==> config.mk <==
export PLATFORM = sky130hd
export DESIGN_NAME = reset_power_ctrl
export DESIGN_NICKNAME = d
export VERILOG_FILES = /design/src/rtl/rpc_pkg.sv /design/src/rtl/rpc_mc_timer.sv /design/src/rtl/rpc_rst_qual.sv /design/src/rtl/rpc_pwr_fsm.sv /design/src/rtl/reset_power_ctrl.sv
export SDC_FILE = /design/constraint.sdc
export NUM_CORES = 1
export LEC_CHECK = 0
export ABC_AREA = 1
export BUFFER_PORTS_ARGS = -buffer_cell sky130_fd_sc_hd__buf_2
export CORE_UTILIZATION = 34
export DETAILED_ROUTE_END_ITERATION = 6
export PLACE_DENSITY = 0.64
export SETUP_SLACK_MARGIN = 0.3
export SYNTH_ARGS = -nofsm -noshare
export SYNTH_HDL_FRONTEND = slang
export SYNTH_SLANG_ARGS = --single-unit
==> constraint.sdc <==
create_clock -name clk_osc -period 1.5 [get_ports clk_osc]
set_input_delay 0.45 -clock clk_osc [delete_from_list [all_inputs] [get_ports clk_osc]]
set_output_delay 0.45 -clock clk_osc [all_outputs]
set_load 0.05 [all_outputs]
==> src/rtl/rpc_pkg.sv <==
package rpc_pkg;

    typedef enum logic [1:0] {
        ST_RESET = 2'd0,
        ST_RUN   = 2'd1,
        ST_IDLE  = 2'd2,
        ST_PDOWN = 2'd3
    } pmode_t;

    localparam int PCON_W   = 8;
    localparam int IDLE_BIT = 0;
    localparam int PD_BIT   = 1;
    localparam int KEEP_BIT = 4;
    localparam logic [PCON_W-1:0] KEEP_MASK = PCON_W'(1) << KEEP_BIT;

endpackage

==> src/rtl/rpc_mc_timer.sv <==
module rpc_mc_timer #(
    parameter int STATES_PER_MC    = 6,
    parameter int PHASES_PER_STATE = 2,
    parameter int SAMPLE_STATE     = 5,
    parameter int SAMPLE_PHASE     = 2
) (
    input  logic clk,
    output logic sample_stb
);
    localparam int TICKS       = STATES_PER_MC * PHASES_PER_STATE;
    localparam int SAMPLE_TICK = (SAMPLE_STATE - 1) * PHASES_PER_STATE + (SAMPLE_PHASE - 1);
    localparam int CW          = (TICKS > 1) ? $clog2(TICKS) : 1;

    logic [CW-1:0] tick_q;

    always_ff @(posedge clk) begin
        if (tick_q >= CW'(TICKS - 1))
            tick_q <= '0;
        else
            tick_q <= tick_q + 1'b1;
    end

    assign sample_stb = (tick_q == CW'(SAMPLE_TICK));

    // the phase counter never leaves the machine cycle
    always_comb begin
        assert_tick_range_R1: assert (tick_q < CW'(TICKS));
    end

endmodule

==> src/rtl/rpc_rst_qual.sv <==
module rpc_rst_qual #(
    parameter int SYNC_STAGES = 2,
    parameter int QUAL_MC     = 2
) (
    input  logic clk,
    input  logic pin,
    input  logic sample_stb,
    output logic rst_req
);
    localparam int HW = $clog2(QUAL_MC + 1);

    logic [SYNC_STAGES-1:0] sync_q;
    logic [HW-1:0]          high_cnt_q;
    logic                   pin_s;

    generate
        if (SYNC_STAGES == 1) begin : g_one
            always_ff @(posedge clk) sync_q <= pin;
        end else begin : g_chain
            always_ff @(posedge clk) sync_q <= {sync_q[SYNC_STAGES-2:0], pin};
        end
    endgenerate

    assign pin_s = sync_q[SYNC_STAGES-1];

    always_ff @(posedge clk) begin
        if (sample_stb) begin
            if (!pin_s)
                high_cnt_q <= '0;
            else if (high_cnt_q != HW'(QUAL_MC))
                high_cnt_q <= high_cnt_q + 1'b1;
        end
    end

    assign rst_req = (high_cnt_q == HW'(QUAL_MC));

    // the qualification count moves only on a look at the pin
    assert_cnt_only_on_look_R2: assert property (@(posedge clk) disable iff (rst_req)
        !sample_stb |=> $stable(high_cnt_q));

endmodule

==> src/rtl/rpc_pwr_fsm.sv <==
module rpc_pwr_fsm
    import rpc_pkg::*;
(
    input  logic              clk,
    input  logic              rst_req,
    input  logic              pcon_we,
    input  logic [PCON_W-1:0] pcon_wdata,
    input  logic              irq_pending,
    output logic              core_rst,
    output logic              cpu_clk_en,
    output logic              per_clk_en,
    output logic              osc_en,
    output logic [PCON_W-1:0] pcon_q
);
    pmode_t state_q, state_d;

    // next-state logic
    always_comb begin
        state_d = state_q;
        unique case (state_q)
            ST_RESET: state_d = ST_RUN;
            ST_RUN: begin
                if (pcon_q[PD_BIT])        state_d = ST_PDOWN;
                else if (pcon_q[IDLE_BIT]) state_d = ST_IDLE;
            end
            ST_IDLE:  if (irq_pending) state_d = ST_RUN;
            ST_PDOWN: state_d = ST_PDOWN;
        endcase
        if (rst_req) state_d = ST_RESET;
    end

    // state register
    always_ff @(posedge clk) begin
        state_q <= state_d;
    end

    // power control register
    always_ff @(posedge clk) begin
        if (rst_req || state_q == ST_RESET)
            pcon_q <= pcon_q & KEEP_MASK;
        else if (state_q == ST_RUN && pcon_we)
            pcon_q <= pcon_wdata;
        else if (state_q == ST_IDLE && irq_pending)
            pcon_q[IDLE_BIT] <= 1'b0;
    end

    // outputs
    always_comb begin
        core_rst   = 1'b0;
        cpu_clk_en = 1'b1;
        per_clk_en = 1'b1;
        osc_en     = 1'b1;
        unique case (state_q)
            ST_RESET: core_rst = 1'b1;
            ST_RUN:   ;
            ST_IDLE:  cpu_clk_en = 1'b0;
            ST_PDOWN: begin
                cpu_clk_en = 1'b0;
                per_clk_en = 1'b0;
                osc_en     = 1'b0;
            end
        endcase
    end

    // register bits other than the kept one are clear during reset
    assert_reset_clears_pcon_R4: assert property (@(posedge clk)
        core_rst |-> ((pcon_q & ~KEEP_MASK) == '0));

    // an interrupt in idle restarts the CPU and drops the idle bit
    assert_idle_wake_R7: assert property (@(posedge clk) disable iff (core_rst)
        (!cpu_clk_en && per_clk_en && irq_pending && !rst_req)
        |=> (cpu_clk_en && !pcon_q[IDLE_BIT]));

    // the power-down bit wins over the idle bit
    assert_pd_priority_R8: assert property (@(posedge clk) disable iff (core_rst)
        (cpu_clk_en && pcon_q[PD_BIT] && !rst_req) |=> (!osc_en && !per_clk_en));

    // power-down holds until a qualified reset
    assert_pd_exit_only_reset_R9: assert property (@(posedge clk) disable iff (core_rst)
        (!osc_en && !rst_req) |=> (!osc_en && $stable(pcon_q)));

endmodule

==> src/rtl/reset_power_ctrl.sv <==
module reset_power_ctrl
    import rpc_pkg::*;
#(
    parameter int                STATES_PER_MC    = 6,
    parameter int                PHASES_PER_STATE = 2,
    parameter int                SAMPLE_STATE     = 5,
    parameter int                SAMPLE_PHASE     = 2,
    parameter int                SYNC_STAGES      = 2,
    parameter int                QUAL_MC          = 2,
    parameter logic [7:0]        PORT_INIT        = 8'hFF,
    parameter logic [7:0]        SP_INIT          = 8'h07
) (
    input  logic              clk_osc,
    input  logic              rst_pin,
    input  logic              pcon_we,
    input  logic [PCON_W-1:0] pcon_wdata,
    input  logic              irq_pending,
    output logic              core_rst,
    output logic              cpu_clk_en,
    output logic              per_clk_en,
    output logic              osc_en,
    output logic [PCON_W-1:0] pcon_q,
    output logic [7:0]        port_rst_val,
    output logic [7:0]        sp_rst_val
);
    logic sample_stb;
    logic rst_req;

    rpc_mc_timer #(
        .STATES_PER_MC    (STATES_PER_MC),
        .PHASES_PER_STATE (PHASES_PER_STATE),
        .SAMPLE_STATE     (SAMPLE_STATE),
        .SAMPLE_PHASE     (SAMPLE_PHASE)
    ) u_timer (
        .clk        (clk_osc),
        .sample_stb (sample_stb)
    );

    rpc_rst_qual #(
        .SYNC_STAGES (SYNC_STAGES),
        .QUAL_MC     (QUAL_MC)
    ) u_qual (
        .clk        (clk_osc),
        .pin        (rst_pin),
        .sample_stb (sample_stb),
        .rst_req    (rst_req)
    );

    rpc_pwr_fsm u_fsm (
        .clk         (clk_osc),
        .rst_req     (rst_req),
        .pcon_we     (pcon_we),
        .pcon_wdata  (pcon_wdata),
        .irq_pending (irq_pending),
        .core_rst    (core_rst),
        .cpu_clk_en  (cpu_clk_en),
        .per_clk_en  (per_clk_en),
        .osc_en      (osc_en),
        .pcon_q      (pcon_q)
    );

    assign port_rst_val = PORT_INIT;
    assign sp_rst_val   = SP_INIT;

endmodule

==> impl_metrics.ini, run 1 <==
[floorplanning]
initial_core_util_pct = 36.3
dieArea_um2 = 2850
die_w_um = 53.4
die_h_um = 53.4
boundaryPins = 40
num_rows = 18
core_um2 = 2480

[worst_setup_path]
r2r_end = u_fsm.pcon_q[4]$_DFFE_PP_
cp-end-kind = output port
worstReg2RegStart = u_fsm.state_q[0]$_SDFFE_PN0P_
required_ns = 1.05
cpMaxStageDelayCell = dfxtp_4
path_buf_inv = 1
crit_chain = nor2_4, buf_6
critical_path_peak_fanout = 3
r2r_cells = 5
crit_type = reg -> out
slowest_delay_ns = 0.38
reg2reg_slack_ns = 0.30
cp-start-kind = register
critPathTopFamily = flip-flops
cp_data_arrival_time_ns = 0.95

[timing]
fin_tns_setup_ns = 0
period_share_pct = 93.2
final_max_slew_viol_count = 0
setup_slack_ns = 0.102
hold_ws_ns = 0.258
skew_ns = 0.00446
min_period_ns = 1.40
rsz0062_at_grt = yes
clock.fmax_mhz = 715
hold_viol = 0
setup_violations = 0

[placement]
gp_congestion = 0.711
dp_slack_ns = 0.277
port_buffers = 23
dp_hpwl_um = 1110

[power]
power.leakage_nw = 0.636
p_int_mw = 1.42
p_switching_mw = 1.30
switching_share_pct = 48.0
comb_power_share_pct = 61.0
peakVddDrop_uv = 1740
power_density_nw_per_um2 = 2230
clkPwrFrac_pct = 8.9
seqPwrFrac_pct = 30.2

[grt]
grt_max_degree = 13
grt_pass1_vias = 653
grt_pass1_wl_um = 2680
overflow = 0
grt_use_total_pct = 13.7
antenna_found_initial = 0

[drt]
via_count = 743
vias_per_cell = 4.10
first_iter_violations = 13
wl_um = 1690
drc = 0
wl_per_cell_um = 9.36
dr.pass1.iters = 5
drtAntennaViolNets = 0

[cts]
htree_levels = 1
root_buffer = clkbuf_4
tritoncts = yes
holdBufCountCts = 0
path_clk_slew_ns = 0.10
cts.sinks = 18
numCtsBuffers = 3
worstSkewPairLatency_ns = 0.29
clockBufferDepth = 2

[logic_synthesis]
yosys_warnings = 0
synth_cell_types = 17
syn_inst = 120
synth_area_um2 = 898
ys_seq_area_share_pct = 43.5
ys_ff_latch = 18
synth_area_per_cell_um2 = 7.49

[cells_and_area]
area.growth.synth_to_final_pct = 35.5
diodes = 0
final_cell_mix = inv_1 (20), nand2_1 (20), nor2_1 (19)
nets = 167
drive_above_1_share_pct = 35.1

[hold_path]
whs_endpoint = u_qual.sync_q[0]$_DFF_P_
hp-start = rst_pin
hold_depth = 1
hold_path_class = in -> reg

[run]
max-cap-violations = 0

[status]
outcome = finished clean
==> Yosys cell counts <==
master    number  area share [%]
o21bai_1       1            0.84
inv_2          1            0.42
inv_1         21             8.8
o21ai_0        2             1.1
nor2_1        21             8.8
dfxtp_1       15              33
buf_6          1             1.3
a21oi_1        4             2.2
buf_4         17              14
a22oi_1        1            0.84
conb_1         2            0.84
nand3_1        4             2.2
nand2_2        1            0.70
edfxtp_1       3              10
nor2_2         2             1.4
nand2_1       21             8.8
ha_1           3             4.2
==> per-stage QoR <==
| stage | utilization [%] | cells | area [um^2] | total power [mW] |
|---|---|---|---|---|
| floorplan | - | 134 | 963 | 1.79 |
| global placement | 39.4 | 169 | 977 | 1.93 |
| detailed placement | 39.4 | 169 | 977 | 1.95 |
| CTS | 47.7 | 179 | 1180 | 2.65 |
| global route | 49.1 | 181 | 1220 | 2.90 |
| finish | 49.1 | 181 | 1220 | 2.72 |
==> worst register-to-register path, stage by stage (launching register included) <==
cell     delay, ns
dfxtp_4       0.40
buf_4         0.14
inv_2         0.05
nor2_4        0.13
nand2_4       0.10
nor2_2        0.10
==> final cells by class <==
| type | count | area [um^2] |
|---|---|---|
| inverters | 22 | 85.1 |
| multi-input cells | 77 | 384 |
| flip-flops and latches | 18 | 412 |
| fillers | 256 | 1260 |
| well taps | 30 | 37.5 |
| repair buffers | 30 | 273 |
| clock inverters | 1 | 3.75 |
| clock buffers | 3 | 22.5 |
==> repair_timing <==
item / CTS / global route
resized for setup: 46 / 6
setup endpoints to repair: 17 / 18
pin swaps: 2 / 1
buffers inserted: 6 / 1
cloned: 0 / 1
==> sequential cells by signal (all words and copies together) (netlist names) <==
signal / cells
u_fsm.state_q: 2
u_fsm.pcon_q: 8
u_qual.high_cnt_q: 2
u_qual.sync_q: 2
u_timer.tick_q: 4
==> worst max-delay path by stage <==
| stage | start | endpoint | slack [ns] | cells after the start |
|---|---|---|---|---|
| floorplan | u_fsm.state_q[1]$_SDFFE_PN0P_ | core_rst | 0.23 | 1 |
| global placement | u_fsm.state_q[1]$_SDFFE_PN0P_ | core_rst | 0.30 | 2 |
| detailed placement | u_qual.high_cnt_q[0]$_SDFFCE_PN0P_ | u_fsm.pcon_q[0]$_SDFFE_PP0P_ | 0.28 | 5 |
| CTS | u_fsm.state_q[0]$_SDFFE_PN0P_ | core_rst | 0.1 | 2 |
| global route | u_fsm.state_q[0]$_SDFFE_PN0P_ | core_rst | 0.06 | 2 |
| finish | u_fsm.state_q[0]$_SDFFE_PN0P_ | core_rst | 0.10 | 2 |
==> power groups by stage <==
stage / clock [mW] / combinational, mW / sequential, mW
final: 0.241 / 1.66 / 0.821
after global routing: 0.287 / 1.78 / 0.835
after CTS: 0.258 / 1.58 / 0.805
after detailed placement: 0 / 1.19 / 0.769
after global placement: 0 / 1.17 / 0.760
after floorplan: 0 / 0.753 / 1.04
==> layer usage <==
| layer | up-vias | GRT usage (%) | share of wire (%) |
|---|---|---|---|
| met2 | 25 | 24.6 | 49 |
| met1 | 327 | 14.1 | 44 |
| li1 | 387 | - | - |
| met5 | - | 0 | 0 |
| met3 | 4 | 3.45 | 4.0 |
| met4 | 0 | 7.89 | 2.5 |
==> logic make-up (layout without fill, tap and decap cells) <==
kind of cell	Yosys count	count (layout)	share of synthesized area (%)
compound gates	8	8	5.01
fa+ha+maj	3	3	4.18
buf+inv	40	56	24.7
flops	18	18	43.5
other cells	2	16	0.836
simple gates	49	50	21.9
Power figures use the tool's default switching activity.
==> run 2, diff against run 1 <==
--- a/config.mk
+++ b/config.mk
@@ -9,7 +9,7 @@
 export BUFFER_PORTS_ARGS = -buffer_cell sky130_fd_sc_hd__buf_2
 export CORE_UTILIZATION = 34
 export DETAILED_ROUTE_END_ITERATION = 6
-export PLACE_DENSITY = 0.64
+export PLACE_DENSITY = 0.7
 export SETUP_SLACK_MARGIN = 0.3
 export SYNTH_ARGS = -nofsm -noshare
 export SYNTH_HDL_FRONTEND = slang
==> run 2 against run 1 <==
Register-to-register slack gained 0.03 ns. Worst setup slack gained 0.0064 ns. Global-route usage shrank 0.45 points. Critical path type unchanged. Largest cell class unchanged. Largest power group unchanged.
==> impl_metrics.ini, run 2 (synthesized netlist as in run 1, its figures left out) <==
[worst_setup_path]
crit_chain = nor2_4, buf_8
cp_data_arrival_time_ns = 0.94
crit_path_start = u_fsm.state_q[0]$_SDFFE_PN0P_
cp-start-kind = register
slowest_delay_ns = 0.38
reg2reg_slack_ns = 0.33
critical_path_peak_fanout = 4
worstReg2RegStart = u_fsm.state_q[0]$_SDFFE_PN0P_
crit_type = reg -> out
critPathTopFamily = flip-flops
cpMaxStageDelayCell = dfxtp_4
cp-end-kind = output port
path_buf_inv = 1
required_ns = 1.05

[hold_path]
hold_path_class = in -> reg
hp-start = rst_pin

[floorplanning]
core_um2 = 2480
num_rows = 18
die_w_um = 53.4
initial_core_util_pct = 36.3
boundaryPins = 40
dieArea_um2 = 2850
die_h_um = 53.4

[grt]
top_usage_layer = met2
grt_pass1_wl_um = 2650
grt_max_degree = 13
use_met1_pct = 13.5
antenna_found_initial = 0
overflow = 0
grt_pass1_vias = 661
grt_use_total_pct = 13.2
grtUsageMet3_pct = 3.45
use_met2_pct = 24.4

[timing]
final_max_slew_viol_count = 0
rsz0062_at_grt = yes
setup_slack_ns = 0.108
fin_tns_setup_ns = 0
setup_violations = 0
period_share_pct = 92.8
clock.fmax_mhz = 719
min_period_ns = 1.39
hold_ws_ns = 0.262
hold_viol = 0
skew_ns = 0.000380

[cells_and_area]
multi_input_area_um2 = 378
reg_top3 = u_fsm.pcon_q (8), u_timer.tick_q (4)
diodes = 0
final_cell_mix = inv_1 (20), nand2_1 (20), nor2_1 (19)
regArea_um2 = 409
largest_reg_flops = 8
final_util_pct = 48.5
final_cell_area_um2 = 1200
drive_above_1_share_pct = 34.2
area.growth.synth_to_final_pct = 33.7
nets = 165
instances_no_fill = 179
fillers = 253
max_flop_register = u_fsm.pcon_q

[drt]
dr.pass1.iters = 4
vias_per_cell = 4.11
via_count = 736
wl_per_cell_um = 8.72
wl_um = 1560
first_iter_violations = 8
drtAntennaViolNets = 0
drc = 0

[cts]
numCtsBuffers = 3
tritoncts = yes
htree_levels = 1
clockBufferDepth = 2
root_buffer = clkbuf_4
path_clk_slew_ns = 0.10
worstSkewPairLatency_ns = 0.28
cts.sinks = 18

[power]
peakVddDrop_uv = 1320
power.total_mw = 2.68
power_density_nw_per_um2 = 2230
power.leakage_nw = 0.629

[run]
max-cap-violations = 0

[placement]
dp.cells = 169
port_buffers = 23
post_dp_cell_area_um2 = 977
gp_congestion = 0.710
dp_hpwl_um = 1070
dp_slack_ns = 0.266

[status]
outcome = finished clean
## run 2: cell types whose count changed in the layout (fill, tap and decap cells not counted), sizes merged
cell   delta
buf       -1
nand2     -1
## run 2: worst paths after layout
check	depth (start not counted)	end
worst max register to register	5	u_fsm.pcon_q[4]$_DFFE_PP_
worst min register to register	0	u_qual.sync_q[1]$_DFF_P_
worst max-delay path	2	core_rst
worst min-delay path	1	u_qual.sync_q[0]$_DFF_P_
## run 2: per-layer routing
layer / part of all wire [%] / wire, um
met5: 0 / 0
met1: 41 / 635
met3: 5.5 / 86
met2: 52 / 819
met4: 1.2 / 19
## run 2: final cells by class
type	instances	share of cell area (%)
Clock inverter	1	0.313
Timing Repair Buffer	29	22.1
Inverter	22	7.08
Clock buffer	3	1.88
Sequential cell	18	34.1
Tap cell	30	3.13
Multi-Input combinational cell	76	31.5
## run 2: power breakdown
part | internal, mW | leakage [nW] | switching (mW)
logic | 0.628 | 0.455 | 1.01
registers | 0.676 | 0.159 | 0.134
clock network | 0.0965 | 0.0154 | 0.139
## run 2: repair_timing
item                       in CTS  in global routing
pin swaps                       1                  3
buffers inserted                5                  1
hold buffers                    0                  0
resized for setup              43                  8
setup endpoints to repair      17                 20
==> run 3, diff against run 2 <==
--- a/config.mk
+++ b/config.mk
@@ -7,9 +7,9 @@
 export LEC_CHECK = 0
 export ABC_AREA = 1
 export BUFFER_PORTS_ARGS = -buffer_cell sky130_fd_sc_hd__buf_2
-export CORE_UTILIZATION = 34
+export CORE_UTILIZATION = 45
 export DETAILED_ROUTE_END_ITERATION = 6
-export PLACE_DENSITY = 0.7
+export PLACE_DENSITY = 0.82
 export SETUP_SLACK_MARGIN = 0.3
 export SYNTH_ARGS = -nofsm -noshare
 export SYNTH_HDL_FRONTEND = slang
==> run 3 against run 2 <==
Global-route usage grew 3.6 points. Register-to-register slack barely moved. Sequential cell count is the same. Critical path depth did not move. Routed wire length grew 11%. Maximum frequency is 0.65% lower. Clock power up 4%. First-iteration DRC count is 38% higher. Critical path type unchanged. Largest power group unchanged.
==> impl_metrics.ini, run 3 (synthesized netlist as in run 1, its figures left out) <==
[status]
outcome = finished clean

[cells_and_area]
final_cell_mix = inv_1 (20), nand2_1 (20), nor2_1 (19)
instances_no_fill = 175
nets = 166
diodes = 0
drive_above_1_share_pct = 34.7
max_flop_register = u_fsm.pcon_q
fillers = 148
largest_reg_flops = 8
reg_top3 = u_fsm.pcon_q (8), u_timer.tick_q (4)
area.growth.synth_to_final_pct = 32.6

[timing]
clock.fmax_mhz = 714
hold_ws_ns = 0.251
setup_violations = 0
final_max_slew_viol_count = 0
min_period_ns = 1.40
period_share_pct = 93.4
hold_viol = 0
rsz0062_at_grt = yes
fin_tns_setup_ns = 0
skew_ns = 0.00584

[drt]
first_iter_violations = 11
vias_per_cell = 4.27
wl_per_cell_um = 9.89
top_layer_used = met4
dr_wl_met3_um = 70
dr.pass1.iters = 4
via_count = 748
drc = 0
drtAntennaViolNets = 0
met2_length_um = 925
wl_met1_um = 686
wl_um = 1730

[worst_setup_path]
path_buf_inv = 1
crit_chain = nor2_4, buf_8
crit_type = reg -> out
critical_path_peak_fanout = 4
critPathTopFamily = flip-flops
cp-end-kind = output port
cp-start-kind = register
cpMaxStageDelayCell = dfxtp_4
required_ns = 1.05
cp_data_arrival_time_ns = 0.95
slowest_delay_ns = 0.38

[power]
power_density_nw_per_um2 = 2250
power.leakage_nw = 0.628
peakVddDrop_uv = 1420

[placement]
dp.cells = 164
port_buffers = 23
gp_congestion = 0.822
dp_hpwl_um = 1080

[cts]
numCtsBuffers = 3
clockBufferDepth = 2
tritoncts = yes
htree_levels = 1
cts.sinks = 18
path_clk_slew_ns = 0.10
root_buffer = clkbuf_4
worstSkewPairLatency_ns = 0.29

[grt]
overflow = 0
grt_max_degree = 13
grt_use_total_pct = 16.9
antenna_found_initial = 0
grt_pass1_wl_um = 2420
grt_pass1_vias = 634

[floorplanning]
initial_core_util_pct = 49.9
die_w_um = 46.7
boundaryPins = 40
die_h_um = 46.7
core_um2 = 1800
num_rows = 15
dieArea_um2 = 2180

[hold_path]
hold_path_class = in -> reg

[run]
max-cap-violations = 0
## run 3: cell types whose count changed in the layout (fill, tap and decap cells not counted), sizes merged
cell    before  now
clkinv       1    0
nand2       22   23
clkbuf       3    4
## run 3: cell type report
cell class | instances | area (um^2) | share of cell area, %
flip-flops and latches | 18 | 409 | 34.3
well taps | 25 | 31.3 | 2.63
repair buffers | 29 | 258 | 21.6
multi-input cells | 77 | 384 | 32.2
clock buffers | 4 | 26.3 | 2.21
inverters | 22 | 82.6 | 6.93
## run 3: timing repair
action / 4_1_cts / 5_1_grt
setup buffers: 4 / 2
pin swaps: 1 / 1
resized for setup: 40 / 8
hold buffers: 0 / 0
cloned: 0 / 1
setup endpoints to repair: 16 / 23
## run 3: per-stage QoR
stage | power [mW] | util, % | cell area (um^2) | worst slack (ns)
6_report | 2.69 | 66.1 | 1190 | 0.0992
3_3_place_gp | 1.92 | 53.9 | 971 | 0.303
3_5_place_dp | 1.96 | 53.9 | 971 | 0.279
2_1_floorplan | 1.79 | - | 963 | 0.227
4_1_cts | 2.55 | 63.3 | 1140 | 0.0948
5_1_grt | 2.83 | 66.1 | 1190 | 0.0562
## run 3: path summary, 6_finish.rpt
kind / from / endpoint / slack [ns] / cells after the start
setup / recovery: u_fsm.state_q[0]$_SDFFE_PN0P_ / core_rst / 0.1 / 2
hold / removal: rst_pin / u_qual.sync_q[0]$_DFF_P_ / 0.25 / 1
setup reg to reg: u_fsm.state_q[0]$_SDFFE_PN0P_ / u_fsm.pcon_q[4]$_DFFE_PP_ / 0.32 / 5
hold reg to reg: u_qual.sync_q[0]$_DFF_P_ / u_qual.sync_q[1]$_DFF_P_ / 0.34 / 0
## run 3: where the power goes
group / switching (mW) / internal, mW
Clock: 0.141 / 0.103
Sequential: 0.135 / 0.677
Combinational: 1.03 / 0.601
## run 3: metal layers
layer / track usage (%) / up-vias
met3: 2.75 / 4
met1: 16.6 / 331
met4: 16.0 / 0
li1: - / 383
met5: 0 / -
met2: 29.2 / 30
